[config.mk]
export PLATFORM = sky130hd
export DESIGN_NAME = lwt_engine
export DESIGN_NICKNAME = d
export VERILOG_FILES = /design/src/rtl/lwt_pkg.sv /design/src/rtl/lwt_lift_mac.sv /design/src/rtl/lwt_state_store.sv /design/src/rtl/lwt_engine.sv
export SDC_FILE = /design/constraint.sdc
export NUM_CORES = 2
export LEC_CHECK = 0
export ABC_AREA = 1
export BUFFER_PORTS_ARGS = -buffer_cell sky130_fd_sc_hd__buf_4
export CAP_MARGIN = 20
export CORE_MARGIN = 5
export CORE_UTILIZATION = 32
export DETAILED_ROUTE_END_ITERATION = 7
export MAX_ROUTING_LAYER = met4
export PLACE_DENSITY_LB_ADDON = 0.2
export SLEW_MARGIN = 20
export SYNTH_ARGS = -nofsm -noshare
export SYNTH_HDL_FRONTEND = slang
export SYNTH_SLANG_ARGS = --single-unit
[constraint.sdc]
create_clock -name clk -period 7.6 [get_ports clk]
set_input_delay 0.38 -clock clk [delete_from_list [all_inputs] [get_ports clk]]
set_output_delay 0.38 -clock clk [all_outputs]
set_load 0.005 [all_outputs]
[src/rtl/lwt_pkg.sv]
package lwt_pkg;

    typedef enum logic [2:0] {
        ST_IDLE,
        ST_LEVEL,
        ST_PREDICT,
        ST_UPDATE,
        ST_ADVANCE
    } lwt_state_e;

endpackage

[src/rtl/lwt_lift_mac.sv]
module lwt_lift_mac #(
    parameter int AW   = 16,
    parameter int CW   = 5,
    parameter int FRAC = 4
) (
    input  logic signed [AW-1:0] base,
    input  logic signed [AW-1:0] op_a,
    input  logic signed [AW-1:0] op_b,
    input  logic signed [CW-1:0] k_a,
    input  logic signed [CW-1:0] k_b,
    output logic signed [AW-1:0] result
);
    localparam int PW = AW + CW + 1;

    logic signed [PW-1:0] prod_a;
    logic signed [PW-1:0] prod_b;
    logic signed [PW-1:0] acc;
    logic signed [PW-1:0] scaled;

    always_comb begin
        prod_a = PW'(op_a) * PW'(k_a);
        prod_b = PW'(op_b) * PW'(k_b);
        acc    = prod_a + prod_b;
        // floor division by 2^FRAC
        scaled = acc >>> FRAC;
        result = base + scaled[AW-1:0];
    end

endmodule

[src/rtl/lwt_state_store.sv]
module lwt_state_store #(
    parameter int NCH  = 4,
    parameter int NLEV = 3,
    parameter int AW   = 16,
    localparam int DEPTH = NCH * NLEV,
    localparam int IW    = (DEPTH > 1) ? $clog2(DEPTH) : 1
) (
    input  logic                 clk,
    input  logic                 rst_n,
    input  logic [IW-1:0]        idx,
    input  logic                 hold_we,
    input  logic                 ep_we,
    input  logic                 dp_we,
    input  logic signed [AW-1:0] hold_d,
    input  logic signed [AW-1:0] ep_d,
    input  logic signed [AW-1:0] dp_d,
    output logic signed [AW-1:0] hold_q,
    output logic signed [AW-1:0] ep_q,
    output logic signed [AW-1:0] dp_q
);
    logic signed [AW-1:0] hold_m [DEPTH];
    logic signed [AW-1:0] ep_m   [DEPTH];
    logic signed [AW-1:0] dp_m   [DEPTH];

    always_ff @(posedge clk) begin
        if (!rst_n) begin
            for (int i = 0; i < DEPTH; i++) begin
                hold_m[i] <= '0;
                ep_m[i]   <= '0;
                dp_m[i]   <= '0;
            end
        end else begin
            if (hold_we) hold_m[idx] <= hold_d;
            if (ep_we)   ep_m[idx]   <= ep_d;
            if (dp_we)   dp_m[idx]   <= dp_d;
        end
    end

    assign hold_q = hold_m[idx];
    assign ep_q   = ep_m[idx];
    assign dp_q   = dp_m[idx];

endmodule

[src/rtl/lwt_engine.sv]
module lwt_engine
    import lwt_pkg::*;
#(
    parameter int NCH  = 4,
    parameter int NLEV = 3,
    parameter int DW   = 10,
    parameter int AW   = 16,
    parameter int CW   = 5,
    parameter int FRAC = 4,
    parameter logic signed [CW-1:0] CP0 = -5'sd8,
    parameter logic signed [CW-1:0] CP1 = -5'sd8,
    parameter logic signed [CW-1:0] CU0 = 5'sd4,
    parameter logic signed [CW-1:0] CU1 = 5'sd4,
    localparam int CHW = (NCH > 1) ? $clog2(NCH) : 1,
    localparam int LVW = (NLEV > 1) ? $clog2(NLEV) : 1
) (
    input  logic                 clk,
    input  logic                 rst_n,
    input  logic                 start,
    input  logic [NCH*DW-1:0]    samples,
    output logic                 busy,
    output logic                 out_valid,
    output logic signed [AW-1:0] out_value,
    output logic [CHW-1:0]       out_chan,
    output logic [LVW-1:0]       out_level,
    output logic                 out_is_approx
);
    localparam int DEPTH = NCH * NLEV;
    localparam int IW    = (DEPTH > 1) ? $clog2(DEPTH) : 1;

    lwt_state_e state, state_n;

    logic [CHW-1:0]       ch;
    logic [LVW-1:0]       lev;
    logic signed [AW-1:0] x_reg;
    logic signed [AW-1:0] d_reg;
    logic [NCH*DW-1:0]    samp_q;
    logic [NLEV-1:0]      cnt [NCH];

    logic                 last_lev;
    logic                 last_ch;
    logic                 is_even;
    logic [CHW-1:0]       ch_next;
    logic signed [DW-1:0] next_samp;
    logic signed [DW-1:0] first_samp;
    logic [IW-1:0]        idx;

    logic signed [AW-1:0] hold_q, ep_q, dp_q;
    logic                 hold_we, ep_we, dp_we;
    logic signed [AW-1:0] mac_base, mac_a, mac_b, mac_res;
    logic signed [CW-1:0] mac_ka, mac_kb;

    assign last_lev   = (int'(lev) == NLEV - 1);
    assign last_ch    = (int'(ch) == NCH - 1);
    assign is_even    = (cnt[ch][lev] == 1'b0);
    assign ch_next    = last_ch ? '0 : ch + 1'b1;
    assign next_samp  = samp_q[int'(ch_next)*DW +: DW];
    assign first_samp = samples[DW-1:0];
    assign idx        = IW'(int'(ch) * NLEV + int'(lev));

    // state register
    always_ff @(posedge clk) begin
        if (!rst_n) state <= ST_IDLE;
        else        state <= state_n;
    end

    // next-state logic
    always_comb begin
        state_n = state;
        unique case (state)
            ST_IDLE:    if (start) state_n = ST_LEVEL;
            ST_LEVEL:   state_n = is_even ? ST_ADVANCE : ST_PREDICT;
            ST_PREDICT: state_n = ST_UPDATE;
            ST_UPDATE:  state_n = last_lev ? ST_ADVANCE : ST_LEVEL;
            ST_ADVANCE: state_n = last_ch ? ST_IDLE : ST_LEVEL;
            default:    state_n = ST_IDLE;
        endcase
    end

    // shared lifting arithmetic: predict in ST_PREDICT, update in ST_UPDATE
    always_comb begin
        mac_base = x_reg;
        mac_a    = hold_q;
        mac_b    = ep_q;
        mac_ka   = CP0;
        mac_kb   = CP1;
        if (state == ST_UPDATE) begin
            mac_base = hold_q;
            mac_a    = d_reg;
            mac_b    = dp_q;
            mac_ka   = CU0;
            mac_kb   = CU1;
        end
    end

    lwt_lift_mac #(.AW(AW), .CW(CW), .FRAC(FRAC)) u_mac (
        .base   (mac_base),
        .op_a   (mac_a),
        .op_b   (mac_b),
        .k_a    (mac_ka),
        .k_b    (mac_kb),
        .result (mac_res)
    );

    assign hold_we = (state == ST_LEVEL) && is_even;
    assign ep_we   = (state == ST_PREDICT);
    assign dp_we   = (state == ST_UPDATE);

    lwt_state_store #(.NCH(NCH), .NLEV(NLEV), .AW(AW)) u_store (
        .clk     (clk),
        .rst_n   (rst_n),
        .idx     (idx),
        .hold_we (hold_we),
        .ep_we   (ep_we),
        .dp_we   (dp_we),
        .hold_d  (x_reg),
        .ep_d    (hold_q),
        .dp_d    (d_reg),
        .hold_q  (hold_q),
        .ep_q    (ep_q),
        .dp_q    (dp_q)
    );

    // sequencer datapath registers
    always_ff @(posedge clk) begin
        if (!rst_n) begin
            ch     <= '0;
            lev    <= '0;
            x_reg  <= '0;
            d_reg  <= '0;
            samp_q <= '0;
            busy   <= 1'b0;
            for (int c = 0; c < NCH; c++) cnt[c] <= '0;
        end else begin
            unique case (state)
                ST_IDLE: begin
                    if (start) begin
                        samp_q <= samples;
                        ch     <= '0;
                        lev    <= '0;
                        x_reg  <= AW'(first_samp);
                        busy   <= 1'b1;
                    end
                end
                ST_LEVEL: ;
                ST_PREDICT: d_reg <= mac_res;
                ST_UPDATE: begin
                    if (!last_lev) begin
                        x_reg <= mac_res;
                        lev   <= lev + 1'b1;
                    end
                end
                ST_ADVANCE: begin
                    cnt[ch] <= cnt[ch] + 1'b1;
                    lev     <= '0;
                    if (last_ch) begin
                        busy <= 1'b0;
                    end else begin
                        ch    <= ch_next;
                        x_reg <= AW'(next_samp);
                    end
                end
                default: ;
            endcase
        end
    end

    // output word register
    always_ff @(posedge clk) begin
        if (!rst_n) begin
            out_valid     <= 1'b0;
            out_value     <= '0;
            out_chan      <= '0;
            out_level     <= '0;
            out_is_approx <= 1'b0;
        end else begin
            out_valid <= 1'b0;
            if (state == ST_PREDICT || (state == ST_UPDATE && last_lev)) begin
                out_valid     <= 1'b1;
                out_value     <= mac_res;
                out_chan      <= ch;
                out_level     <= lev;
                out_is_approx <= (state == ST_UPDATE);
            end
        end
    end


    pair_adjacent_chk: assert property (@(posedge clk) disable iff (!rst_n)
        out_valid && $past(out_valid) |-> out_is_approx && !$past(out_is_approx)
            && out_chan == $past(out_chan) && out_level == $past(out_level));


    approx_deepest_chk: assert property (@(posedge clk) disable iff (!rst_n)
        out_valid && out_is_approx |-> int'(out_level) == NLEV - 1);


    tag_range_chk: assert property (@(posedge clk) disable iff (!rst_n)
        out_valid |-> int'(out_chan) < NCH && int'(out_level) < NLEV);


    start_ignored_chk: assert property (@(posedge clk) disable iff (!rst_n)
        busy && start |=> $stable(samp_q));


    chan_walk_chk: assert property (@(posedge clk) disable iff (!rst_n)
        $fell(busy) |-> int'($past(ch)) == NCH - 1);


    idle_quiet_chk: assert property (@(posedge clk) disable iff (!rst_n)
        !busy && !$past(busy) |-> !out_valid);

endmodule

==> impl_metrics.json <==
{
  "worst_slack_ps": -156.7,
  "cts_num_sinks": 884,
  "r2r_setup_slack_ps": -160,
  "drc_errors": 0,
  "input_output_buffers": 65,
  "cp-start-kind": "flop",
  "period_share": 1.021,
  "slew_headroom": 0.1769,
  "clock_tree_from_tritoncts": "built",
  "synthDominantCellAreaShare": 0.5910,
  "timing_max_transition_violations_final": 0,
  "coreArea_um2": 123300,
  "fillerInstances": 11906,
  "wl_per_cell_um": 24.28,
  "finish.cell_count_without_fillers": 5636,
  "post-place-cells": 5375,
  "clock_tree.htree_level_count": 3,
  "syn_avg_cell_area_um2": 11.08,
  "postSynth.asyncResetShare": 0,
  "antenna_found_initial": 5,
  "die-area_um2": 131000,
  "layout_min_cycle_time_ps": 7757,
  "leading_cell_type_in_the_layout_fill_and_taps_excluded": "sky130_fd_sc_hd__edfxtp_1",
  "flow.area_growth_from_synthesis_pct": 24.31,
  "fin_nets": 4090,
  "critical_path.n_buffers_inverters": 6,
  "timing.fmax_mhz": 128.9,
  "std_cell_rows": 129,
  "timing_worst_setup_path_type": "flop to flop",
  "crit_slowest_cell": "sky130_fd_sc_hd__fa_2",
  "cpPeakStageDelay_ps": 620,
  "die_y_um": 361.9,
  "holdPathStages": 3,
  "cap_violations": 0,
  "status": "finished, violations left",
  "design_area_um2": 49270,
  "cts.reportedPaths.clkPinSlew_ps": 60,
  "crit_path_start": "ch[0]",
  "synth_edf_count": 780,
  "track_usage": 0.2097,
  "timing_worst_slew_pin_value_ps": 1230,
  "clock_insertion_delay_worst_skew_ps": 710,
  "finalSetupViolations": 21,
  "worst_clock_skew_ps": 27.53,
  "synth_top_cells_by_area": "sky130_fd_sc_hd__edfxtp_1 (59%), sky130_fd_sc_hd__nor2_1 (7.3%), sky130_fd_sc_hd__dfxtp_1 (5.3%)",
  "timing.hold.worst_endpoint": "samp_q[17]",
  "cpLargestDelayFamily": "adder cells",
  "total_vias_in_the_final_route": 29147,
  "worst-endpoint-arrival_ps": 8390,
  "ctsLongestPathBuffers": 3,
  "hold_path.class": "input port to flop",
  "reg.largest.list": "u_store.dp_m (256), u_store.ep_m (256), u_store.hold_m (256)",
  "first_global_vias": 28597,
  "crit_path_max_fanout": 5,
  "drt-vias-per-instance": 5.172,
  "layout.cells.most_common_list": "sky130_fd_sc_hd__edfxtp_1 (780), sky130_fd_sc_hd__nor2_1 (749), sky130_fd_sc_hd__nand2_1 (421), sky130_fd_sc_hd__buf_4 (380), sky130_fd_sc_hd__o22ai_1 (213)",
  "placed_area_um2": 43970,
  "cp.required_ps": 8240,
  "yosys_warnings": 0,
  "critical_path.reg2reg.endpoint": "x_reg[10]",
  "final_layout_size_suffix_gt1_frac": 0.2049,
  "cts_root_buf": "sky130_fd_sc_hd__clkbuf_16",
  "violations_in_the_final_reports": "setup timing",
  "final_hold_viol_count": 0,
  "ys_types": 54,
  "netlist_instances": 3577,
  "globalplace.congestion": 0.8843,
  "synth.yosys.seq_area_share": 0.6435,
  "netlist.top_cell.by_area": "sky130_fd_sc_hd__edfxtp_1",
  "regToRegStartpoint": "ch[0]",
  "synth_seq_cells": 884,
  "cts_made_buffers": 95,
  "r2r_cells": 33,
  "initial_core_util": 0.3214,
  "dp_hpwl_mm": 91.12,
  "first_pass_iteration_count_of_the_detailed_router": 6,
  "drt_iter0_markers": 2804,
  "crit_path_end_kind": "flop",
  "grt_overflow": 0,
  "synth_flop_cell": "sky130_fd_sc_hd__edfxtp_1",
  "wirelength_mm": 136.8,
  "top_level_ports": 66,
  "grt_setup_unrepaired": "true",
  "fin_setup_tns_ps": -2174,
  "critical-path-top-cell-by-count": "sky130_fd_sc_hd__fa_1",
  "hold_path.startpoint": "rst_n",
  "syn-cell-area_um2": 39630,
  "grt_pass1_wl_mm": 198.8,
  "die_width_um": 361.9,
  "largest_net_degree_at_the_start_of_global_routing": 58,
  "ant_nets": 0
}
==> how the worst max path moves through the flow <==
| stage | end | slack [ps] | depth (start not counted) |
|---|---|---|---|
| after CTS | x_reg[14] | -150 | 39 |
| after detailed placement | x_reg[14] | -610 | 36 |
| final | x_reg[10] | -160 | 33 |
| after global routing | x_reg[13] | -490 | 40 |
| after floorplan | x_reg[10] | -20 | 36 |
| after global placement | out_value[14] | -630 | 38 |
==> cell type report <==
cell class / count / area [µm²] / area share
Sequential cell: 884 / 25510 / 0.5177
Clock buffer: 115 / 2586 / 0.05249
Multi-Input combinational cell: 2253 / 13440 / 0.2728
Antenna cell: 2 / 5.005 / 0.0001016
Timing Repair Buffer: 477 / 4268 / 0.08662
Clock inverter: 61 / 618.1 / 0.01254
Inverter: 207 / 799.5 / 0.01623
Tap cell: 1637 / 2048 / 0.04157
==> worst min-delay path, stage by stage <==
cell	delay [ps]
sky130_fd_sc_hd__buf_4	320
sky130_fd_sc_hd__o21ai_0	160
sky130_fd_sc_hd__a21oi_1	50
==> metrics by stage <==
stage | util | hold slack (ps) | setup WS (ps)
after CTS | 0.3956 | 227.4 | -146.7
after global placement | 0.3566 | 434.2 | -626.0
after detailed placement | 0.3566 | 441.1 | -605.8
after floorplan | - | 424.1 | -16.04
after global routing | 0.3996 | 252.5 | -492.0
final | 0.3996 | 264.3 | -156.7
==> cell usage after synthesis (3+ instances only) <==
library cell and number:
sky130_fd_sc_hd__o2111ai_1 4, sky130_fd_sc_hd__a21o_1 5, sky130_fd_sc_hd__ha_1 67, sky130_fd_sc_hd__nor2_2 14, sky130_fd_sc_hd__o21ai_0 206, sky130_fd_sc_hd__o21a_1 3
sky130_fd_sc_hd__buf_6 9, sky130_fd_sc_hd__buf_2 55, sky130_fd_sc_hd__fa_1 62, sky130_fd_sc_hd__nand2_2 5, sky130_fd_sc_hd__inv_2 13, sky130_fd_sc_hd__nand3b_1 4
sky130_fd_sc_hd__a221oi_1 19, sky130_fd_sc_hd__o22ai_1 219, sky130_fd_sc_hd__inv_1 192, sky130_fd_sc_hd__clkbuf_1 147, sky130_fd_sc_hd__a211oi_1 10, sky130_fd_sc_hd__or2_2 8
sky130_fd_sc_hd__o21ai_1 9, sky130_fd_sc_hd__a31oi_1 3, sky130_fd_sc_hd__nand3_1 44, sky130_fd_sc_hd__o211ai_1 8, sky130_fd_sc_hd__nand2_4 9, sky130_fd_sc_hd__xnor2_1 11
sky130_fd_sc_hd__dfxtp_1 104, sky130_fd_sc_hd__o22a_1 13, sky130_fd_sc_hd__a22oi_1 96, sky130_fd_sc_hd__nor4_1 4, sky130_fd_sc_hd__nand4_1 22, sky130_fd_sc_hd__o221ai_1 14
sky130_fd_sc_hd__xor2_1 15, sky130_fd_sc_hd__a22o_1 4, sky130_fd_sc_hd__buf_1 24, sky130_fd_sc_hd__edfxtp_1 780, sky130_fd_sc_hd__nand2_1 436, sky130_fd_sc_hd__nor2_1 770
sky130_fd_sc_hd__a21oi_1 134, sky130_fd_sc_hd__buf_4 9, sky130_fd_sc_hd__nor3_1 6
==> cell families after synthesis <==
family / share of synthesized area
buf+inv: 0.04720
fa+ha+maj: 0.05247
simple gates: 0.1343
other cells: 0.0001895
flops: 0.6435
compound gates: 0.1166
xor+xnor: 0.005746
==> per-layer routing <==
metal / wire [µm] / global-route usage / vias up
li1: - / - / 13266
met5: 0 / - / -
met3: 8386 / 0.02876 / 174
met4: 3154 / 0.05202 / 0
met1: 61100 / 0.2894 / 14729
met2: 64180 / 0.3294 / 978
==> what timing repair did <==
item                                   4_1_cts  5_1_grt
hold buffers                                41        0
pin swaps                                   63       65
setup endpoints to repair                   35       37
endpoints found under the hold margin       42        0
resized for setup                          192       97
gates cloned                                 5        0
setup buffers                               36       10
Power is not shown: default switching activity piles up to over one toggle a cycle in this logic, so the estimate is an artifact.
